**src/rtl/i2c_gc_pkg.sv**
```systemverilog
package i2c_gc_pkg;
  localparam int BYTE_W = 8;
  localparam int ADDR_W = 10;
  localparam logic [4:0] TEN_PREFIX = 5'b11110;

  typedef enum logic [1:0] {
    ST_IDLE,
    ST_ADDR1,
    ST_ADDR2,
    ST_DATA
  } st_e;
endpackage

```
**src/rtl/i2c_gc_line_sync.sv**
```systemverilog
module i2c_gc_line_sync #(
  parameter int STAGES = 2
) (
  input  logic clk_i,
  input  logic rst_ni,
  input  logic scl_i,
  input  logic sda_i,
  output logic sda_o,
  output logic scl_rise_o,
  output logic scl_fall_o,
  output logic start_o,
  output logic stop_o
);
  logic [STAGES-1:0] scl_pipe, sda_pipe;
  logic scl_q, sda_q;

  generate
    if (STAGES > 1) begin : g_multi
      always_ff @(posedge clk_i or negedge rst_ni) begin
        if (!rst_ni) begin
          scl_pipe <= '1;
          sda_pipe <= '1;
        end else begin
          scl_pipe <= {scl_pipe[STAGES-2:0], scl_i};
          sda_pipe <= {sda_pipe[STAGES-2:0], sda_i};
        end
      end
    end else begin : g_single
      always_ff @(posedge clk_i or negedge rst_ni) begin
        if (!rst_ni) begin
          scl_pipe <= '1;
          sda_pipe <= '1;
        end else begin
          scl_pipe <= scl_i;
          sda_pipe <= sda_i;
        end
      end
    end
  endgenerate

  always_ff @(posedge clk_i or negedge rst_ni) begin
    if (!rst_ni) begin
      scl_q <= 1'b1;
      sda_q <= 1'b1;
    end else begin
      scl_q <= scl_pipe[STAGES-1];
      sda_q <= sda_pipe[STAGES-1];
    end
  end

  logic scl_s;
  assign scl_s      = scl_pipe[STAGES-1];
  assign sda_o      = sda_pipe[STAGES-1];
  assign scl_rise_o = scl_s & ~scl_q;
  assign scl_fall_o = ~scl_s & scl_q;
  assign start_o    = scl_s & scl_q & sda_q & ~sda_o;
  assign stop_o     = scl_s & scl_q & ~sda_q & sda_o;
endmodule

```
**src/rtl/i2c_gc_shifter.sv**
```systemverilog
module i2c_gc_shifter #(
  parameter int W = 8
) (
  input  logic         clk_i,
  input  logic         rst_ni,
  input  logic         shift_i,
  input  logic         bit_i,
  output logic [W-1:0] next_byte_o
);
  logic [W-1:0] sr_q;

  always_ff @(posedge clk_i or negedge rst_ni) begin
    if (!rst_ni)      sr_q <= '0;
    else if (shift_i) sr_q <= next_byte_o;
  end

  assign next_byte_o = {sr_q[W-2:0], bit_i};
endmodule

```
**src/rtl/i2c_gc_addr_match.sv**
```systemverilog
module i2c_gc_addr_match
  import i2c_gc_pkg::*;
(
  input  st_e               st_i,
  input  logic [BYTE_W-1:0] byte_i,
  input  logic [ADDR_W-1:0] own_addr_i,
  input  logic              gc_en_i,
  input  logic              ten_bit_i,
  input  logic              ua_pend_i,
  output logic              hit_o,
  output logic              hi10_o
);
  logic gc, own7, hi10;

  assign gc   = gc_en_i && (byte_i == '0);
  assign own7 = !ten_bit_i && (byte_i[7:1] == own_addr_i[6:0]) && !byte_i[0];
  assign hi10 = ten_bit_i && (byte_i == {TEN_PREFIX, own_addr_i[9:8], 1'b0});

  always_comb begin
    unique case (st_i)
      ST_ADDR1: hit_o = gc | own7 | hi10;
      ST_ADDR2: hit_o = !ua_pend_i && (byte_i == own_addr_i[7:0]);
      ST_DATA:  hit_o = 1'b1;
      default:  hit_o = 1'b0;
    endcase
  end

  assign hi10_o = (st_i == ST_ADDR1) && hi10;
endmodule

```
**src/rtl/i2c_gc_slave.sv**
```systemverilog
module i2c_gc_slave
  import i2c_gc_pkg::*;
#(
  parameter int SYNC_STAGES = 2
) (
  input  logic              clk_i,
  input  logic              rst_ni,
  input  logic              scl_i,
  input  logic              sda_i,
  output logic              sda_oe_o,
  input  logic [ADDR_W-1:0] own_addr_i,
  input  logic              ten_bit_i,
  input  logic              gc_en_i,
  input  logic              buf_rd_i,
  input  logic              irq_clr_i,
  input  logic              ua_clr_i,
  input  logic              ov_clr_i,
  output logic [BYTE_W-1:0] rx_data_o,
  output logic              bf_o,
  output logic              irq_o,
  output logic              ua_o,
  output logic              ov_o
);
  localparam int CNT_W = $clog2(BYTE_W + 2);
  localparam logic [CNT_W-1:0] LAST_BIT = CNT_W'(BYTE_W - 1);
  localparam logic [CNT_W-1:0] ACK_WAIT = CNT_W'(BYTE_W);
  localparam logic [CNT_W-1:0] ACK_BIT  = CNT_W'(BYTE_W + 1);

  logic sda_s, scl_rise, scl_fall, start_det, stop_det;
  st_e  st_q, nxt_q, nxt_st;
  logic [CNT_W-1:0] cnt_q;
  logic oe_q, active, shift_en, byte_done, ack_end;
  logic hit, hi10, bf_busy, accept;
  logic [BYTE_W-1:0] cur_byte;

  i2c_gc_line_sync #(.STAGES(SYNC_STAGES)) u_sync (
    .clk_i, .rst_ni, .scl_i, .sda_i,
    .sda_o(sda_s), .scl_rise_o(scl_rise), .scl_fall_o(scl_fall),
    .start_o(start_det), .stop_o(stop_det)
  );

  assign active    = (st_q != ST_IDLE) && !start_det && !stop_det;
  assign shift_en  = active && scl_rise && (cnt_q < ACK_WAIT);
  assign byte_done = shift_en && (cnt_q == LAST_BIT);
  assign ack_end   = active && scl_fall && (cnt_q == ACK_BIT);

  i2c_gc_shifter #(.W(BYTE_W)) u_shift (
    .clk_i, .rst_ni, .shift_i(shift_en), .bit_i(sda_s), .next_byte_o(cur_byte)
  );

  i2c_gc_addr_match u_match (
    .st_i(st_q), .byte_i(cur_byte), .own_addr_i, .gc_en_i, .ten_bit_i,
    .ua_pend_i(ua_o), .hit_o(hit), .hi10_o(hi10)
  );

  // a read in the completing cycle frees the buffer
  assign bf_busy = bf_o && !buf_rd_i;
  assign accept  = hit && !bf_busy;
  assign nxt_st  = hi10 ? ST_ADDR2 : ST_DATA;

  always_ff @(posedge clk_i or negedge rst_ni) begin
    if (!rst_ni) begin
      st_q  <= ST_IDLE;
      nxt_q <= ST_IDLE;
      cnt_q <= '0;
      oe_q  <= 1'b0;
    end else if (start_det) begin
      st_q  <= ST_ADDR1;
      cnt_q <= '0;
      oe_q  <= 1'b0;
    end else if (stop_det) begin
      st_q  <= ST_IDLE;
      cnt_q <= '0;
      oe_q  <= 1'b0;
    end else if (st_q != ST_IDLE) begin
      if (shift_en) begin
        cnt_q <= cnt_q + 1'b1;
        if (byte_done) begin
          if (accept) nxt_q <= nxt_st;
          else        st_q  <= ST_IDLE;
        end
      end else if (scl_fall && cnt_q == ACK_WAIT) begin
        oe_q  <= 1'b1;
        cnt_q <= ACK_BIT;
      end else if (ack_end) begin
        oe_q  <= 1'b0;
        cnt_q <= '0;
        st_q  <= nxt_q;
      end
    end
  end

  always_ff @(posedge clk_i or negedge rst_ni) begin
    if (!rst_ni) begin
      rx_data_o <= '0;
      bf_o      <= 1'b0;
      irq_o     <= 1'b0;
      ua_o      <= 1'b0;
      ov_o      <= 1'b0;
    end else begin
      if (byte_done && accept) rx_data_o <= cur_byte;

      if (byte_done && accept) bf_o <= 1'b1;
      else if (buf_rd_i)       bf_o <= 1'b0;

      if (ack_end)        irq_o <= 1'b1;
      else if (irq_clr_i) irq_o <= 1'b0;

      if (byte_done && accept && hi10) ua_o <= 1'b1;
      else if (ua_clr_i)               ua_o <= 1'b0;

      if (byte_done && hit && bf_busy) ov_o <= 1'b1;
      else if (ov_clr_i)               ov_o <= 1'b0;
    end
  end

  assign sda_oe_o = oe_q;
endmodule

```
**config.mk**
```make
export PLATFORM = sky130hd
export DESIGN_NAME = i2c_gc_slave
export DESIGN_NICKNAME = d
export VERILOG_FILES = /design/src/rtl/i2c_gc_pkg.sv /design/src/rtl/i2c_gc_line_sync.sv /design/src/rtl/i2c_gc_shifter.sv /design/src/rtl/i2c_gc_addr_match.sv /design/src/rtl/i2c_gc_slave.sv
export SDC_FILE = /design/constraint.sdc
export NUM_CORES = 1
export LEC_CHECK = 0
export BUFFER_PORTS_ARGS = -buffer_cell sky130_fd_sc_hd__buf_2
export CORE_UTILIZATION = 50
export DETAILED_ROUTE_END_ITERATION = 12
export PLACE_DENSITY = 0.73
export SLEW_MARGIN = 20
export SYNTH_ARGS = -nofsm -noshare
export SYNTH_HDL_FRONTEND = slang
export SYNTH_SLANG_ARGS = --single-unit
```
**constraint.sdc**
```tcl
create_clock -name clk_i -period 2.8 [get_ports clk_i]
set_input_delay 0.28 -clock clk_i [delete_from_list [all_inputs] [get_ports clk_i]]
set_output_delay 0.28 -clock clk_i [all_outputs]
set_load 0.005 [all_outputs]
```
==> impl_metrics.ini <==
[yosys]
synth_cell_type_count = 41
syn_nets = 188
yosys.area_share.simple = 0.2021
synthTopCellsByArea = dfrtp_1 (41%), dfstp_2 (9.3%), mux2_2 (6.0%), nand2_1 (5.7%), xnor2_1 (4.6%)
yosysWarningCount = 0
synth_common_cells = dfrtp_1 (28), nand2_1 (26), mux2_2 (9), xnor2_1 (9), o21ai_0 (8)
async_flop_share = 1.000
synth.cell_area_um2 = 1703
syn-mean-instance-area_um2 = 10.32
synth-edff-count = 0
synth_fa_ha_area_frac = 0.02204
synth_area_leader_cell = dfrtp_1
synthXorXnorAreaFrac = 0.07715
ys_ff_latch = 34
synth_top_family_by_area = simple AND/OR/NAND/NOR gates
synth_mux_area_frac = 0.05952
synthFlopType = dfrtp_1
synth-compound-area-share = 0.09699
synth_seq_area_share = 0.5040
synth_most_common_cell = dfrtp_1
yosysTopAreaCellShare = 0.4115
syn_inst = 165

[cells_and_area]
nets = 218
diodes = 0
syn2layout_area_growth_pct = 13.81
drive_above_1_share = 0.2908
fin_cells = 240
fin_area_um2 = 1938

[drt]
drtAntennaViolNets = 0
first_pass_iters = 4
wl_per_cell_um = 15.30
viasPerCell = 5.571
route.met3.wl_um = 205
met1_length_mm = 1.564
routed.top_layer = met4
vias = 1337
drt_wl_total_mm = 3.673
wl_met2_mm = 1.804
drc = 0
initialDrtViolationCount = 44

[grt]
grt_pass1_vias = 1292
grt_usage = 0.2295
grt_pass1_wl_mm = 5.892
antenna_found_initial = 0
grt_overflow_total = 0
grt_max_degree = 35

[sta]
fmaxAchievable_mhz = 402.0
rsz0062_at_grt = false
tightest_slew_ns = 0.7303
slew_viol_final = 0
fin_setup_tns_ns = 0
min_period_over_period = 0.8884
worst_clock_skew_ns = 0.006786
setup_violations = 0
slew_headroom = 0.5131
fin_crit_ns = 2.488
finalHoldViolCount = 23
whs_ns = -0.01799

[pwr]
total_power_w = 0.001337
p_per_area_nw_per_um2 = 690.1
ir_worst_vdd_mv = 0.3994
leakagePower_nw = 0.9183

[setup_path]
crit_type = flop to flop
required_ns = 3.04
crit_fanout = 10
endpoint_kind = flop
worstPathArrival_ns = 2.73
cp-start-kind = flop

[run_status]
violations = hold timing
status = finished, violations left

[place]
port_buffers = 32
post-dp-hpwl_mm = 2.689
place_congestion = 0.8935
place_area_um2 = 1879
place_inst = 232

[flow_run]
maxCapViolations = 0

[die]
row_count = 20
dieArea_um2 = 3643
fp.coreArea_um2 = 3153
die_w_um = 60.36
fp.dieH_um = 60.36
ios = 33
initial_utilization = 0.5401

[clock_tree]
cts_tree = yes
cts_hold_buf = 0
cts_resized = 0
root_buffer = clkbuf_4
post_cts_buffers = 0
clkLatencyLatePin_ns = 0.35
clockBufferDepth = 2
cts.sinks = 34
clk_pin_slew_ns = 0.10
cts_made_buffers = 5
htree_levels = 2

[worst_hold_path]
min-delay-path-class = input port to asynchronous set/reset pin
critical path, cell delays in order (launching register included):
cell	delay [ns]
dfrtp_1	0.48
or3b_1	0.39
nor4_1	0.42
a31o_2	0.17
o32ai_1	0.14
nor3_4	0.39
mux2_2	0.39
flip-flops by register name, indices dropped and copies added, names as in the netlist, 2 cells and up:
name / flops
u_sync.scl_pipe: 2
cnt_q: 4
nxt_q: 2
u_shift.sr_q: 7
u_sync.sda_pipe: 2
st_q: 2
rx_data_o: 8
cells in the final DEF (no fill, tap or decap), types with 2 or more instances in the layout:
cell type,Yosys,routed
a211oi_1,3,3
buf_2,4,32
clkbuf_1,5,2
clkbuf_4,0,5
dfrtp_1,28,28
dfstp_2,6,6
ha_1,3,3
inv_1,7,7
mux2_2,9,9
nand2_1,26,26
nand2b_1,4,4
nand3_1,4,4
nand3b_1,3,3
nand4_1,2,2
nor2_1,6,6
nor2b_1,3,3
nor3_1,2,2
nor4_1,3,3
o21a_1,2,2
o21ai_0,8,8
o32ai_1,2,2
or2_2,2,2
xnor2_1,9,9
xor2_1,6,6
kinds of logic after synthesis:
group | count (synthesis)
flip-flops | 34
AO/OA/AOI/OAI | 24
multiplexers | 9
adder cells (fa/ha/maj) | 3
buffers and inverters | 16
AND/OR/NAND/NOR | 64
XOR/XNOR | 15
power breakdown:
group	total (W)	internal [W]	switching [W]
registers	0.000728	0.000575	0.000153
logic	0.000323	0.000158	0.000165
clock network	0.000287	0.000124	0.000163
routing by layer:
metal  vias up  global-route usage
met3        13             0.07036
met2        53              0.3705
met5         -                   0
met1       641              0.2740
met4         0              0.1262
li1        630                   -
worst paths after layout:
kind	from	end	slack (ns)	depth (start not counted)
worst max-delay path	u_shift.sr_q[2]$_DFFE_PN0P_	rx_data_o[6]$_DFFE_PN0P_	0.31	6
worst min-delay path	rst_ni	u_shift.sr_q[4]$_DFFE_PN0P_	-0.02	1
worst max register to register	u_shift.sr_q[2]$_DFFE_PN0P_	rx_data_o[6]$_DFFE_PN0P_	0.31	6
worst min register to register	u_sync.sda_pipe[0]$_DFF_PN1_	u_sync.sda_pipe[1]$_DFF_PN1_	0.36	0
max in group asynchronous	rst_ni	ov_o$_DFFE_PN0P_	2.35	1
min in group clk_i	scl_i	u_sync.scl_pipe[0]$_DFF_PN1_	0.02	1
per-stage QoR:
step	utilization	setup slack (ns)
after floorplan	-	0.5415
after global placement	0.5960	0.3767
after detailed placement	0.5960	0.2787
after CTS	0.6147	0.2652
after global routing	0.6147	0.1472
final	0.6147	0.3124
final cells by class:
type / instances / area (um2)
Multi-Input combinational cell: 115 / 779.5
Clock buffer: 8 / 58.81
Inverter: 7 / 26.28
Sequential cell: 34 / 858.3
Timing Repair Buffer: 32 / 160.2
Tap cell: 44 / 55.05
Fill cell: 275 / 1215
Power figures use the tool's default switching activity.
